**src/rtl/spi_cfg_pkg.sv**
```systemverilog
package spi_cfg_pkg;
  localparam int ADDR_W   = 13;
  localparam int CMD_W    = 16;
  localparam int BIT_4W   = 7;
  localparam int BIT_LSB  = 6;
  localparam int BIT_SRST = 5;

  typedef enum logic [1:0] {
    ST_INSTR = 2'd0,
    ST_DATA  = 2'd1,
    ST_DONE  = 2'd2
  } spi_state_e;
endpackage

```
**src/rtl/spi_cfg_sync.sv**
```systemverilog
module spi_cfg_sync #(
  parameter int W = 1,
  parameter logic [W-1:0] RST_VAL = '0
) (
  input  logic         clk,
  input  logic         rst_n,
  input  logic [W-1:0] d,
  output logic [W-1:0] q
);
  logic [W-1:0] meta_q;

  always_ff @(posedge clk or negedge rst_n) begin
    if (!rst_n) begin
      meta_q <= RST_VAL;
      q      <= RST_VAL;
    end else begin
      meta_q <= d;
      q      <= meta_q;
    end
  end
endmodule

```
**src/rtl/spi_cfg_regfile.sv**
```systemverilog
module spi_cfg_regfile
  import spi_cfg_pkg::*;
#(
  parameter int NREG = 16,
  localparam int IW = (NREG > 1) ? $clog2(NREG) : 1
) (
  input  logic              clk,
  input  logic              rst_n,
  input  logic              we,
  input  logic [ADDR_W-1:0] waddr,
  input  logic [7:0]        wdata,
  input  logic [ADDR_W-1:0] rd_addr,
  output logic [7:0]        rdata,
  output logic              cfg_lsb,
  output logic              cfg_4w,
  output logic [NREG*8-1:0] regs_flat
);
  logic [7:0] regs_q [NREG];
  logic       hit_w, soft_clr;

  assign hit_w    = we && (waddr < ADDR_W'(NREG));
  assign soft_clr = we && (waddr == '0) && wdata[BIT_SRST];

  always_ff @(posedge clk or negedge rst_n) begin
    if (!rst_n) begin
      for (int i = 0; i < NREG; i++) regs_q[i] <= 8'h00;
    end else if (soft_clr) begin
      for (int i = 0; i < NREG; i++) regs_q[i] <= 8'h00;
    end else if (hit_w) begin
      if (waddr == '0) regs_q[0] <= wdata & ~(8'h01 << BIT_SRST);
      else             regs_q[waddr[IW-1:0]] <= wdata;
    end
  end

  assign rdata   = (rd_addr < ADDR_W'(NREG)) ? regs_q[rd_addr[IW-1:0]] : 8'h00;
  assign cfg_lsb = regs_q[0][BIT_LSB];
  assign cfg_4w  = regs_q[0][BIT_4W];

  for (genvar g = 0; g < NREG; g++) begin : g_flat
    assign regs_flat[g*8 +: 8] = regs_q[g];
  end
endmodule

```
**src/rtl/spi_cfg_ctrl.sv**
```systemverilog
module spi_cfg_ctrl
  import spi_cfg_pkg::*;
(
  input  logic              clk,
  input  logic              rst_n,
  input  logic              sclk_s,
  input  logic              csn_s,
  input  logic              din_s,
  input  logic [7:0]        rdata,
  input  logic              cfg_lsb,
  input  logic              cfg_4w,
  output logic              we,
  output logic [ADDR_W-1:0] waddr,
  output logic [7:0]        wdata,
  output logic [ADDR_W-1:0] rd_addr,
  output logic              dout,
  output logic              dout_oe,
  output logic              sdo
);
  spi_state_e        state_q, state_n;
  logic [3:0]        bcnt_q, bcnt_n;
  logic [CMD_W-1:0]  sh_q, sh_n, instr_w;
  logic [7:0]        byte_w, tx_q, tx_n;
  logic              rd_q, rd_n, strm_q, strm_n, lsb_q, lsb_n;
  logic [1:0]        left_q, left_n;
  logic [ADDR_W-1:0] addr_q, addr_n, step;
  logic              sclk_d, csn_d, sclk_rise, sclk_fall, cs_rise, rphase, dbit;

  assign sclk_rise = sclk_s && !sclk_d && !csn_s;
  assign sclk_fall = !sclk_s && sclk_d && !csn_s;
  assign cs_rise   = csn_s && !csn_d;

  assign instr_w = lsb_q ? {din_s, sh_q[CMD_W-1:1]} : {sh_q[CMD_W-2:0], din_s};
  assign byte_w  = lsb_q ? {din_s, sh_q[7:1]} : {sh_q[6:0], din_s};
  assign step    = lsb_q ? addr_q + 1'b1 : addr_q - 1'b1;

  always_comb begin
    state_n = state_q;  bcnt_n = bcnt_q;  sh_n = sh_q;  tx_n = tx_q;
    rd_n = rd_q;  strm_n = strm_q;  lsb_n = lsb_q;  left_n = left_q;
    addr_n = addr_q;  rd_addr = addr_q;
    we = 1'b0;  waddr = addr_q;  wdata = byte_w;
    if (cs_rise) begin
      bcnt_n = '0;
      lsb_n  = cfg_lsb;
      if (state_q == ST_DONE || (state_q == ST_DATA && strm_q)) state_n = ST_INSTR;
    end else if (sclk_rise) begin
      case (state_q)
        ST_INSTR: begin
          sh_n = instr_w;
          if (bcnt_q == 4'd15) begin
            bcnt_n  = '0;
            state_n = ST_DATA;
            rd_n    = instr_w[15];
            strm_n  = &instr_w[14:13];
            left_n  = instr_w[14:13];
            addr_n  = instr_w[ADDR_W-1:0];
            rd_addr = instr_w[ADDR_W-1:0];
            if (instr_w[15]) tx_n = rdata;
          end else begin
            bcnt_n = bcnt_q + 4'd1;
          end
        end
        ST_DATA: begin
          sh_n[7:0] = byte_w;
          if (bcnt_q == 4'd7) begin
            bcnt_n  = '0;
            we      = !rd_q;
            addr_n  = step;
            rd_addr = step;
            if (rd_q) tx_n = rdata;
            if (!strm_q) begin
              if (left_q == 2'd0) state_n = ST_DONE;
              else                left_n  = left_q - 2'd1;
            end
          end else begin
            bcnt_n = bcnt_q + 4'd1;
          end
        end
        default: ;
      endcase
    end else if (sclk_fall && state_q == ST_DATA && rd_q && bcnt_q != 4'd0) begin
      tx_n = lsb_q ? {1'b0, tx_q[7:1]} : {tx_q[6:0], 1'b0};
    end
  end

  always_ff @(posedge clk or negedge rst_n) begin
    if (!rst_n) begin
      state_q <= ST_INSTR;  bcnt_q <= '0;  sh_q <= '0;  tx_q <= '0;
      rd_q <= 1'b0;  strm_q <= 1'b0;  lsb_q <= 1'b0;  left_q <= '0;
      addr_q <= '0;  sclk_d <= 1'b0;  csn_d <= 1'b1;
    end else begin
      state_q <= state_n;  bcnt_q <= bcnt_n;  sh_q <= sh_n;  tx_q <= tx_n;
      rd_q <= rd_n;  strm_q <= strm_n;  lsb_q <= lsb_n;  left_q <= left_n;
      addr_q <= addr_n;  sclk_d <= sclk_s;  csn_d <= csn_s;
    end
  end

  assign rphase  = (state_q == ST_DATA) && rd_q && !csn_s;
  assign dbit    = lsb_q ? tx_q[0] : tx_q[7];
  assign dout    = dbit;
  assign dout_oe = rphase && !cfg_4w;
  assign sdo     = (rphase && cfg_4w) ? dbit : 1'b0;
endmodule

```
**src/rtl/spi_cfg_slave.sv**
```systemverilog
module spi_cfg_slave
  import spi_cfg_pkg::*;
#(
  parameter int NREG = 16
) (
  input  logic              clk,
  input  logic              rst_n,
  input  logic              spi_sclk,
  input  logic              spi_cs_n,
  input  logic              spi_din,
  output logic              spi_dout,
  output logic              spi_dout_oe,
  output logic              spi_sdo,
  output logic [NREG*8-1:0] cfg_regs
);
  logic [1:0]        rst_sq;
  logic              rst_n_s;
  logic              sclk_s, csn_s, din_s, we, cfg_lsb, cfg_4w;
  logic [ADDR_W-1:0] waddr, rd_addr;
  logic [7:0]        wdata, rdata;

  always_ff @(posedge clk or negedge rst_n) begin
    if (!rst_n) rst_sq <= 2'b00;
    else        rst_sq <= {rst_sq[0], 1'b1};
  end
  assign rst_n_s = rst_sq[1];

  spi_cfg_sync #(.W(3), .RST_VAL(3'b010)) u_sync (
    .clk(clk), .rst_n(rst_n_s),
    .d({spi_sclk, spi_cs_n, spi_din}),
    .q({sclk_s, csn_s, din_s})
  );

  spi_cfg_ctrl u_ctrl (
    .clk(clk), .rst_n(rst_n_s), .sclk_s(sclk_s), .csn_s(csn_s), .din_s(din_s),
    .rdata(rdata), .cfg_lsb(cfg_lsb), .cfg_4w(cfg_4w),
    .we(we), .waddr(waddr), .wdata(wdata), .rd_addr(rd_addr),
    .dout(spi_dout), .dout_oe(spi_dout_oe), .sdo(spi_sdo)
  );

  spi_cfg_regfile #(.NREG(NREG)) u_regs (
    .clk(clk), .rst_n(rst_n_s), .we(we), .waddr(waddr), .wdata(wdata),
    .rd_addr(rd_addr), .rdata(rdata), .cfg_lsb(cfg_lsb), .cfg_4w(cfg_4w),
    .regs_flat(cfg_regs)
  );
endmodule

```
**config.mk**
```make
export PLATFORM = sky130hd
export DESIGN_NAME = spi_cfg_slave
export DESIGN_NICKNAME = d
export VERILOG_FILES = /design/src/rtl/spi_cfg_pkg.sv /design/src/rtl/spi_cfg_sync.sv /design/src/rtl/spi_cfg_regfile.sv /design/src/rtl/spi_cfg_ctrl.sv /design/src/rtl/spi_cfg_slave.sv
export SDC_FILE = /design/constraint.sdc
export NUM_CORES = 1
export LEC_CHECK = 0
export ABC_AREA = 1
export BUFFER_PORTS_ARGS = -buffer_cell sky130_fd_sc_hd__buf_2
export CAP_MARGIN = 10
export CORE_UTILIZATION = 45
export DETAILED_ROUTE_END_ITERATION = 12
export PLACE_DENSITY_LB_ADDON = 0.1
export SLEW_MARGIN = 20
export SYNTH_ARGS = -nofsm -noshare
export SYNTH_HDL_FRONTEND = slang
export SYNTH_SLANG_ARGS = --single-unit
```
**constraint.sdc**
```tcl
create_clock -name clk -period 15 [get_ports clk]
set_input_delay 1.5 -clock clk [delete_from_list [all_inputs] [get_ports clk]]
set_output_delay 1.5 -clock clk [all_outputs]
set_load 0.005 [all_outputs]
```
After elaboration in Yosys (flattened, before gate mapping)

Cells that the tools add are included.

Logic and storage cells: 156
Flip-flop bits (word level): 186
Bits of input ports: 5
Output and inout port bits: 131

Bitwise operators: 3
Add/subtract/negate cells: 4
Magnitude comparators: 5
Reduce and logical (&&, ||, !) cells: 42
Eq/ne operators: 19
Muxes and demuxes: 52

Operator list:

| cell                                                                          | count |
|---|---|
| 128-bit 2-to-1 mux                                                            | 2 |
| 128-bit bitwise mux                                                           | 1 |
| 120-bit 2-to-1 mux                                                            | 1 |
| 8-bit 2-to-1 mux                                                              | 13 |
| 13-bit 2-to-1 mux                                                             | 5 |
| 8-bit binary-select mux with 4-bit select                                     | 1 |
| 8-bit demux with 4-bit select                                                 | 1 |
| 8-bit case mux with 2 select lines                                            | 2 |
| 13-bit by 5-bit less-than comparator with 1-bit output, second input constant | 2 |
| 13-bit case mux with 2 select lines                                           | 1 |
| 2-bit 2-to-1 mux                                                              | 11 |
| 7-bit AND reduction                                                           | 3 |
| 1-bit logical AND                                                             | 17 |
| 16-bit 2-to-1 mux                                                             | 1 |
| 4-bit 2-to-1 mux                                                              | 4 |
| 13-bit by 1-bit adder with 13-bit output, second input constant               | 1 |
| 13-bit logical NOT                                                            | 1 |
| 13-bit by 1-bit subtractor with 13-bit output, second input constant          | 1 |
| 3-bit by 2-bit != test with 1-bit output, second input constant               | 4 |
| 3-bit != test, second input constant                                          | 4 |
| 5-bit greater-or-equal comparator, second input constant                      | 2 |
| 4-bit NOT with 5-bit output                                                   | 2 |
| 2-bit != test, second input constant                                          | 4 |
| 2-bit case mux with 2 select lines                                            | 2 |
| other kinds (21)                                                              | 39 |

Longest topological paths before layout

Gate-level depths: netlist (run 1).

Depth after elaboration: 15
Depth in mapped cells: 19
Depth with buffers taken out: 18

Hierarchy

From an unflattened synthesis (run 1), not the netlist that was laid out.

Cells, all modules: 1437
Area total of the unflattened synthesis: 10538.9 um^2

Modules (own cells, without submodules):

| module          | cells an instance | area an instance (um^2) | times used |
|---|---|---|---|
| spi_cfg_regfile | 942               | 6882.9                  | 1 |
| spi_cfg_ctrl    | 486               | 3449.6                  | 1 |
| spi_cfg_sync    | 6                 | 152.6                   | 1 |
| spi_cfg_slave   | 3                 | 53.8                    | 1 |

Worst setup path after synthesis (run 1)

OpenSTA, ideal clock, no wires.

Kind: register to output
Start point: register u_ctrl.lsb_q
End point: output port spi_sdo
Stages on the path, launching flop included: 8
Slack: 12.069 ns
Data arrival time: 1.431 ns
Path buffers: 3
Data required time: 13.500 ns
Cell sequence: dfrtp_1 buf_2 buf_2 buf_1 o21ai_0 inv_1 nand2_1 nor2_1

Longest elaborated chain between the ends: 2

Ends and longest elaborated chain:

| element                | line                | source |
|---|---|---|
| start, declared        | spi_cfg_ctrl.sv:24  | `logic rd_q, rd_n, strm_q, strm_n, lsb_q, lsb_n;` |
| start signal, assigned | spi_cfg_ctrl.sv:93  | `rd_q <= rd_n; strm_q <= strm_n; lsb_q <= lsb_n; left_q <= left_n;` |
| 1-bit 2-to-1 mux       | spi_cfg_ctrl.sv:99  | `assign dbit = lsb_q ? tx_q[0] : tx_q[7];` |
| via spi_dout           | spi_cfg_slave.sv:11 | `output logic spi_dout,` |
| 1-bit 2-to-1 mux       | spi_cfg_ctrl.sv:102 | `assign sdo = (rphase && cfg_4w) ? dbit : 1'b0;` |
| end, declared          | spi_cfg_slave.sv:13 | `output logic spi_sdo,` |

The timed path passes the listed nets, and every way through them passes these cells.

Worst setup path after layout (run 1)

Start point: register u_sync.q[1]
End point: register u_ctrl.tx_q[7]

Longest elaborated chain between the ends: 13

Ends and longest elaborated chain:

| element                                             | line                                   | source |
|---|---|---|
| start, declared                                     | spi_cfg_sync.sv:8                      | `output logic [W-1:0] q` |
| start signal, assigned                              | spi_cfg_sync.sv:18                     | `q <= meta_q;` |
| 1-bit logical NOT                                   | spi_cfg_ctrl.sv:29, spi_cfg_ctrl.sv:30 |  |
| 1-bit logical AND                                   | spi_cfg_ctrl.sv:29                     | `assign sclk_rise = sclk_s && !sclk_d && !csn_s;` |
| 13-bit 2-to-1 mux (2 in a row)                      | -                                      |  |
| 4-bit NOT with 5-bit output (not written as such)   | spi_cfg_regfile.sv:35                  | `assign rdata = (rd_addr < ADDR_W'(NREG)) ? regs_q[rd_addr[IW-1:0]] : 8'h00;` |
| 8-bit binary-select mux with 4-bit select           | spi_cfg_regfile.sv:35                  |  |
| 8-bit 2-to-1 mux (not written as such) (2 in a row) | spi_cfg_regfile.sv:35                  |  |
| 8-bit 2-to-1 mux                                    | spi_cfg_regfile.sv:35                  |  |
| 8-bit 2-to-1 mux (on tied branches)                 | spi_cfg_ctrl.sv:70, spi_cfg_ctrl.sv:58 |  |
| 8-bit 2-to-1 mux (on tied branches)                 | spi_cfg_ctrl.sv:65, spi_cfg_ctrl.sv:50 |  |
| 8-bit case mux with 2 select lines                  | spi_cfg_ctrl.sv:47                     | `case (state_q)` |
| 8-bit 2-to-1 mux                                    | spi_cfg_ctrl.sv:46                     | `end else if (sclk_rise) begin` |
| end signal, assigned                                | spi_cfg_ctrl.sv:92                     | `state_q <= state_n; bcnt_q <= bcnt_n; sh_q <= sh_n; tx_q <= tx_n;` |
| end, declared                                       | spi_cfg_ctrl.sv:23                     | `logic [7:0] byte_w, tx_q, tx_n;` |

Several ways; a longest one is shown, not always the timed one. The select of a mux whose other input is x is not followed.
A chain may end at the register's enable or synchronous reset.

==> results of run 1 <==
cell type report:
type / instances / area (um2)
multi-input combinational: 965 / 4680
tap: 280 / 350
sequential: 186 / 4660
timing repair buffer: 141 / 721
inverter: 119 / 447
clock buffer: 19 / 453
clock inverter: 13 / 126
fill: 2161 / 10400
worst register-to-register path: stages (launching register included):
cell	delay, ps
dfstp_2	390
nor2_2	150
nand2_2	220
nor2_4	590
nand3_4	710
nand3_2	830
buf_4	440
nand2_1	100
nand3_1	90
nand2_1	70
nor2_1	130
nor2_1	70
nor2_1	160
nand2_1	90
a21boi_1	150
metrics by stage:
step           setup WS, ps  utilization, %  cell area [um2]
2_1_floorplan          9440               -            10000
3_3_place_gp          10960            49.7            10900
3_5_place_dp          10870            49.7            10900
4_1_cts               10820            52.4            11400
5_1_grt               10410            52.4            11400
6_report              10720            52.4            11400
flip-flops by register name, summed over array words and instances, names as in the netlist, 2 cells and up:
register and flops:
rst_sq 2, u_ctrl.bcnt_q 4, u_ctrl.left_q 2, u_ctrl.sh_q 16, u_ctrl.state_q 2, u_ctrl.tx_q 8
u_ctrl.waddr 13, u_regs.regs_flat 126, u_sync.meta_q 3, u_sync.q 3
cells by family after synthesis:
group | synth area share (%)
simple gates | 31.8
compound gates | 12.4
flops | 46.4
buf+inv | 7.06
fa+ha+maj | 1.94
xor+xnor | 0.349
other cells | 0.0373
power groups by stage:
| stage | clock network (uW) | registers, uW | logic [uW] |
|---|---|---|---|
| floorplan | 0 | 535 | 47.1 |
| finish | 449 | 524 | 86.2 |
| global placement | 0 | 533 | 84.6 |
| global route | 474 | 526 | 93.8 |
| detailed placement | 0 | 534 | 84.9 |
| CTS | 455 | 524 | 85.2 |
worst paths after layout:
| kind | slack, ps | from | to |
|---|---|---|---|
| max in group asynchronous | 13180 | rst_sq[1] | u_regs.regs_flat[37] |
| hold / removal | 360 | u_sync.meta_q[0] | u_sync.q[0] |
| hold reg to reg | 360 | u_sync.meta_q[0] | u_sync.q[0] |
| setup / recovery | 10720 | u_sync.q[1] | u_ctrl.tx_q[7] |
| min in group asynchronous | 470 | rst_sq[1] | u_ctrl.sh_q[12] |
| setup reg to reg | 10720 | u_sync.q[1] | u_ctrl.tx_q[7] |
routing by layer:
metal,GRT usage [%],up-vias,share of wire (%)
met5,0,-,0
met4,10.3,0,2.5
met3,4.22,57,6.5
met2,47.9,399,48
met1,40.0,4635,43
li1,-,4632,-
placed cells by master (no fill, tap or decap), types with 6 or more instances in the layout:
| cell | synthesis | routed |
|---|---|---|
| nand2_1 | 396 | 396 |
| dfrtp_1 | 183 | 182 |
| nand3_1 | 144 | 144 |
| o21ai_0 | 141 | 141 |
| buf_2 | 21 | 135 |
| inv_1 | 111 | 111 |
| nor2_1 | 76 | 76 |
| nand4_1 | 66 | 66 |
| o21ai_1 | 46 | 46 |
| a21oi_1 | 19 | 19 |
| clkbuf_16 | 0 | 17 |
| ha_1 | 14 | 14 |
| inv_2 | 7 | 7 |
| nor2_4 | 6 | 6 |
| a31oi_1 | 6 | 6 |
| buf_4 | 7 | 6 |
==> results by group, run 1 <==
Outcome
  • Status: finished, final reports clean

Yosys
  • Most frequent cell after synthesis: nand2_1
  • Synth top area share: a little under half
  • Sequential share of the synthesized area: between 40% and 50%
  • #FFs+latches synth: about 190
  • Top post-synthesis cells by area: dfrtp_1 46%, nand2_1 15%, nand3_1 7.2%
  • Synth Warn #: 0
  • Post-synth top cells: 396 x nand2_1, 183 x dfrtp_1, 144 x nand3_1
  • EDFF count, synth: 0
  • Synth cell types: around 50
  • Asr flop ratio synth: 100%
  • Syn Inst Count: ~1,300
  • Main synth FF type: dfrtp_1
  • Syn_nets: between 1,000 and 1,500
  • Synthesized area: about 10,000 um2
  • Leading area contributor after synthesis: dfrtp_1
  • Mean post-synth cell area: 7.59 um2

Setup path
  • WP depth: 14
  • Number of buffers and inverters on the critical path: 1
  • Critical path's top delay family: simple AND/OR/NAND/NOR gates
  • Crit-path cells: nor2_2, nand2_2, nor2_4, nand3_4, nand3_2, buf_4, nand2_1, nand3_1, nand2_1, nor2_1, nor2_1, nor2_1, nand2_1, a21boi_1
  • WP data required: about 15,000 ps
  • CP arrival: about 4600 ps
  • Kind of critical path: register to register
  • R2R cell count: 14
  • CP startpoint kind: register
  • Largest stage delay, worst path: 780 ps
  • CP max-delay cell: nand3_2
  • CP Max Fanout: 63
  • Crit. End Element: register

Power and ir drop
  • PwrDens: between 90 and 100 nW/um2
  • Total Power: approximately 1100 uW
  • Leakage: ~0.0056 uW
  • Sw frac: between 20 and 30%
  • Sw power: slightly above 300 uW
  • Sequential Power Share: 49.5%
  • Clk pwr share: between 40% and 50%
  • Worst vdd ir: roughly 80 uV
  • P_int: 758 uW
  • Comb power frac: ~8%

STA
  • Final hold vios: 0
  • Final worst path period need: 4280 ps
  • Fmax: 234 MHz
  • Period utilization: 28.5%
  • Fin. max-slew vios: 0
  • Final setup vio count: 0
  • Setup TNS Final: 0 ps
  • Skew final: 11.1 ps
  • RSZ-0062 raised after global routing: no
  • Worst rel slew slack: ~39%
  • Worst slew pin tran: 915 ps
  • Fin Hold WS: between 300 and 400 ps

CTS
  • Post-CTS Setup Bufs: 0
  • Cts hold-fix bufs: 0
  • Clk Latency, worst-skew pair: 440 ps
  • TritonCTS Buffers: 17
  • H-tree depth: 4
  • Post-cts resize count: 0
  • Num Clock Sinks: approximately 190
  • CTS Root Cell: clkbuf_16
  • CTS tree: built
  • CTS clk-pin slew, worst paths: approximately 70 ps
  • Longest Clk Path Bufs: 2

Die
  • Standard-cell rows: 54
  • Initial Utilization: 46.0%
  • Die width: 151 um
  • DIE HEIGHT: about 150 um
  • Core Footprint: between 20,000 and 25,000 um2
  • Die area: between 20,000 and 25,000 um2
  • I/O Pins: approximately 140

GRT
  • Initial antenna violation count: 0
  • First-pass GRT wire length: approximately 51,000 um
  • Vias in the first global route: ~9,100
  • Pin count of the biggest net entering global routing: 66
  • GRT Resource Usage Total: just under 30%
  • Total gr overflow: 0

Place
  • # placed instances: 1,691
  • Final GP Congestion: approximately 0.92
  • Post-DP HPWL: 23,400 um
  • Port Buf Inserts: 135

Layout
  • Nets: approximately 1,500
  • Layout cells sized above 1: between 10% and 20%
  • Diodes inserted: 0
  • Synth-to-Final Area Change: 13.9%
  • Finished Layout Cells: approximately 1,700

Drt
  • Wire length per cell after detailed routing: approximately 19 um
  • Via count: around 9,700
  • DRT iter0 DRCs: just over 800
  • DRC Markers: 0
  • Vias per Instance: between 5 and 6
  • WL final: around 33,000 um
  • Router iterations before antenna repair: 6
  • Antenna Nets Post-Route: 0

Hold path
  • Hold depth: 0
  • Worst min path class: register to register

Job
  • Max Cap Violations: 0
No activity file was read; power rests on OpenSTA's default activity.
==> inputs of run 2 (changes only) <==
Clock period 15 ns to 4.37 ns, I/O delays scaled along.
==> run 2 against run 1 <==
  * Utilization rose by 0.26 points
  * Sequential power rose to 3.4 times the previous value
  * Sequential cell count did not move
  * Register-to-register slack got worse by 9700 ps
  * Total power rose to 3.5 times the previous value
  * Via count rose by 0.50%
  * Critical path depth did not move
  * Critical path type unchanged
  * Critical endpoint is now u_ctrl.tx_q[0]
==> results by group, run 2 (synthesis gave the netlist of run 1 again) <==
CTS
  • CTS tree: built (unchanged)
  • Num Clock Sinks: 186 (unchanged)
  • H-tree depth: 4 (unchanged)
  • CTS Root Cell: clkbuf_16 (unchanged)
  • Clk Latency, worst-skew pair: 440 ps (about the same)
  • CTS clk-pin slew, worst paths: 70 ps (about the same)
  • Longest Clk Path Bufs: 2 (unchanged)
  • TritonCTS Buffers: 17 (unchanged)

Setup path
  • Kind of critical path: register to register (unchanged)
  • Crit-path cells: nor2_2, nand2_2, nor2_4, nand3_4, nand2_4, buf_4, nand4_1, nand3_1, nand3_1, nand3_1, nand2_1, nor2_1, nand2_1, a21boi_1 (was nor2_2, nand2_2, nor2_4, nand3_4, nand3_2, buf_4, nand2_1, nand3_1, nand2_1, nor2_1, nor2_1, nor2_1, nand2_1, a21boi_1)
  • Number of buffers and inverters on the critical path: 1 (unchanged)
  • CP Max Fanout: 36 (was 63)
  • CP startpoint kind: register (unchanged)
  • FF-to-FF Start: u_sync.q[1] (unchanged)
  • CP arrival: 3750 ps (was 4630 ps)
  • RR Endpoint: u_ctrl.tx_q[0] (was u_ctrl.tx_q[7])
  • Crit. End Element: register (unchanged)
  • Critical path's top delay family: simple AND/OR/NAND/NOR gates (unchanged)
  • Setup slack, reg-to-reg: 980 ps (was 10,720 ps)
  • Most used cell, CP: nand3_1
  • WP data required: 4730 ps (was 15,350 ps)
  • R2R cell count: 14 (unchanged)
  • CP max-delay cell: nor2_4 (was nand3_2)
  • Largest stage delay, worst path: 570 ps (was 780 ps)

Place
  • # placed instances: 1,694 (was 1,691)
  • Final GP Congestion: 0.920 (was 0.923)
  • Area after DPL: 10,900 um2 (about the same)
  • Port Buf Inserts: 135 (unchanged)
  • Post-DP HPWL: 23,000 um (was 23,400 um)

Layout
  • Post-route cell area: 11,500 um2 (was 11,400 um2)
  • Most common cell after layout, fill and taps aside: nand2_1 (unchanged)
  • Diodes inserted: 0 (unchanged)
  • Highest-count cells in the layout ignoring fill and taps: 396 x nand2_1, 182 x dfrtp_1, 144 x nand3_1, 141 x o21ai_0, 135 x buf_2 (unchanged)
  • Fin util: 52.7% (was 52.4%)
  • Finished Layout Cells: 1,727 (was 1,723)
  • Nets: 1,454 (was 1,450)
  • Max FFs per register: 126 (unchanged)
  • Fill cells: 2,201 (was 2,161)
  • Synth-to-Final Area Change: 14.4% (was 13.9%)
  • Layout cells sized above 1: 14.8% (was 14.6%)

STA
  • Skew final: 14.0 ps (was 11.1 ps)
  • Final worst path period need: 3390 ps (was 4280 ps)
  • Worst slew pin tran: 852 ps (was 915 ps)
  • Fin. max-slew vios: 0 (unchanged)
  • Period utilization: 77.6% (was 28.5%)
  • Final setup vio count: 0 (unchanged)
  • Worst rel slew slack: 43.2% (was 39.0%)
  • Fmax: 295 MHz (was 234 MHz)
  • RSZ-0062 raised after global routing: no (unchanged)
  • Setup TNS Final: 0 ps (unchanged)
  • Final hold vios: 0 (unchanged)

Die
  • Initial Utilization: 46.0% (unchanged)
  • Standard-cell rows: 54 (unchanged)
  • Core Footprint: 21,800 um2 (unchanged)
  • DIE HEIGHT: 151 um (unchanged)
  • Die width: 151 um (unchanged)
  • I/O Pins: 136 (unchanged)
  • Die area: 22,900 um2 (unchanged)

Hold path
  • Hold endpoint: u_sync.meta_q[1] (was u_sync.q[0])
  • Worst min path class: input pin to register (was register to register)
  • Hold depth: 1 (was 0)
  • Hold_sp: spi_cs_n (was u_sync.meta_q[0])

Drt
  • Router iterations before antenna repair: 5 (was 6)
  • WL final: 32,800 um (about the same)
  • Wire length per cell after detailed routing: 19.0 um (about the same)
  • DRT iter0 DRCs: 885 (was 828)
  • Via count: 9,772 (was 9,723)
  • Antenna Nets Post-Route: 0 (unchanged)
  • Vias per Instance: 5.66 (was 5.64)
  • DRC Markers: 0 (unchanged)

GRT
  • Total gr overflow: 0 (unchanged)
  • Initial antenna violation count: 0 (unchanged)
  • Pin count of the biggest net entering global routing: 81 (was 66)
  • GRT Resource Usage Total: 29.2% (was 29.5%)
  • Vias in the first global route: 8,894 (was 9,066)
  • First-pass GRT wire length: 50,400 um (was 51,000 um)

Power and ir drop
  • Leakage: 0.00561 uW (was 0.00558 uW)
  • Worst vdd ir: 245 uV (was 78.0 uV)
  • Total Power: 3660 uW (was 1060 uW)
  • PwrDens: 319 nW/um2 (was 92.6 nW/um2)

Outcome
  • Status: finished, final reports clean (unchanged)

Job
  • Max Cap Violations: 0 (unchanged)
## run 2: cell types whose count changed in the layout (fill, tap and decap cells not counted), sizes merged
cell,previous run,this run
dlygate4sd3,0,1
buf,141,144
clkbuf,19,18
clkinv,6,7
## run 2: layout make-up
cell class / count / area, um2 / share of cell area [%]
multi-input combinational: 965 / 4680 / 40.7
clock inverter: 14 / 151 / 1.32
inverter: 119 / 447 / 3.89
clock buffer: 18 / 439 / 3.82
sequential: 186 / 4660 / 40.6
tap: 280 / 350 / 3.05
timing repair buffer: 145 / 766 / 6.66
## run 2: through the flow
stage	worst slack, ps	hold slack, ps
3_3_place_gp	1100	224
4_1_cts	1010	79.3
3_5_place_dp	1030	225
6_report	979	93.7
2_1_floorplan	1300	141
5_1_grt	606	76.3
## run 2: timing repair
action,CTS,global route
hold endpoints to repair,2,0
resized for setup,0,0
hold buffers,1,0
setup buffers,0,0
## run 2: worst max path at each step
| stage | startpoint | endpoint | cells past startpoint |
|---|---|---|---|
| after floorplan | rst_sq[1] | u_ctrl.bcnt_q[0] | 0 |
| after global placement | u_sync.q[1] | u_ctrl.tx_q[1] | 15 |
| after detailed placement | u_sync.q[1] | u_ctrl.tx_q[0] | 14 |
| after CTS | u_sync.q[1] | u_ctrl.tx_q[0] | 14 |
| after global routing | u_sync.q[1] | u_ctrl.tx_q[6] | 16 |
| final | u_sync.q[1] | u_ctrl.tx_q[0] | 14 |
## run 2: power by group
part	switching, uW	total [uW]	leakage, uW	internal, uW
logic	237	290	0.00277	53.2
registers	35.8	1800	0.00255	1760
clock network	791	1570	0.000286	781
## run 2: metal layers
layer / vias up / part of all wire, % / GRT usage [%]
met5: - / 0 / 0
met4: 0 / 3.2 / 11.5
met3: 68 / 6.7 / 4.55
met2: 392 / 47 / 46.0
met1: 4664 / 43 / 40.2
li1: 4648 / - / -
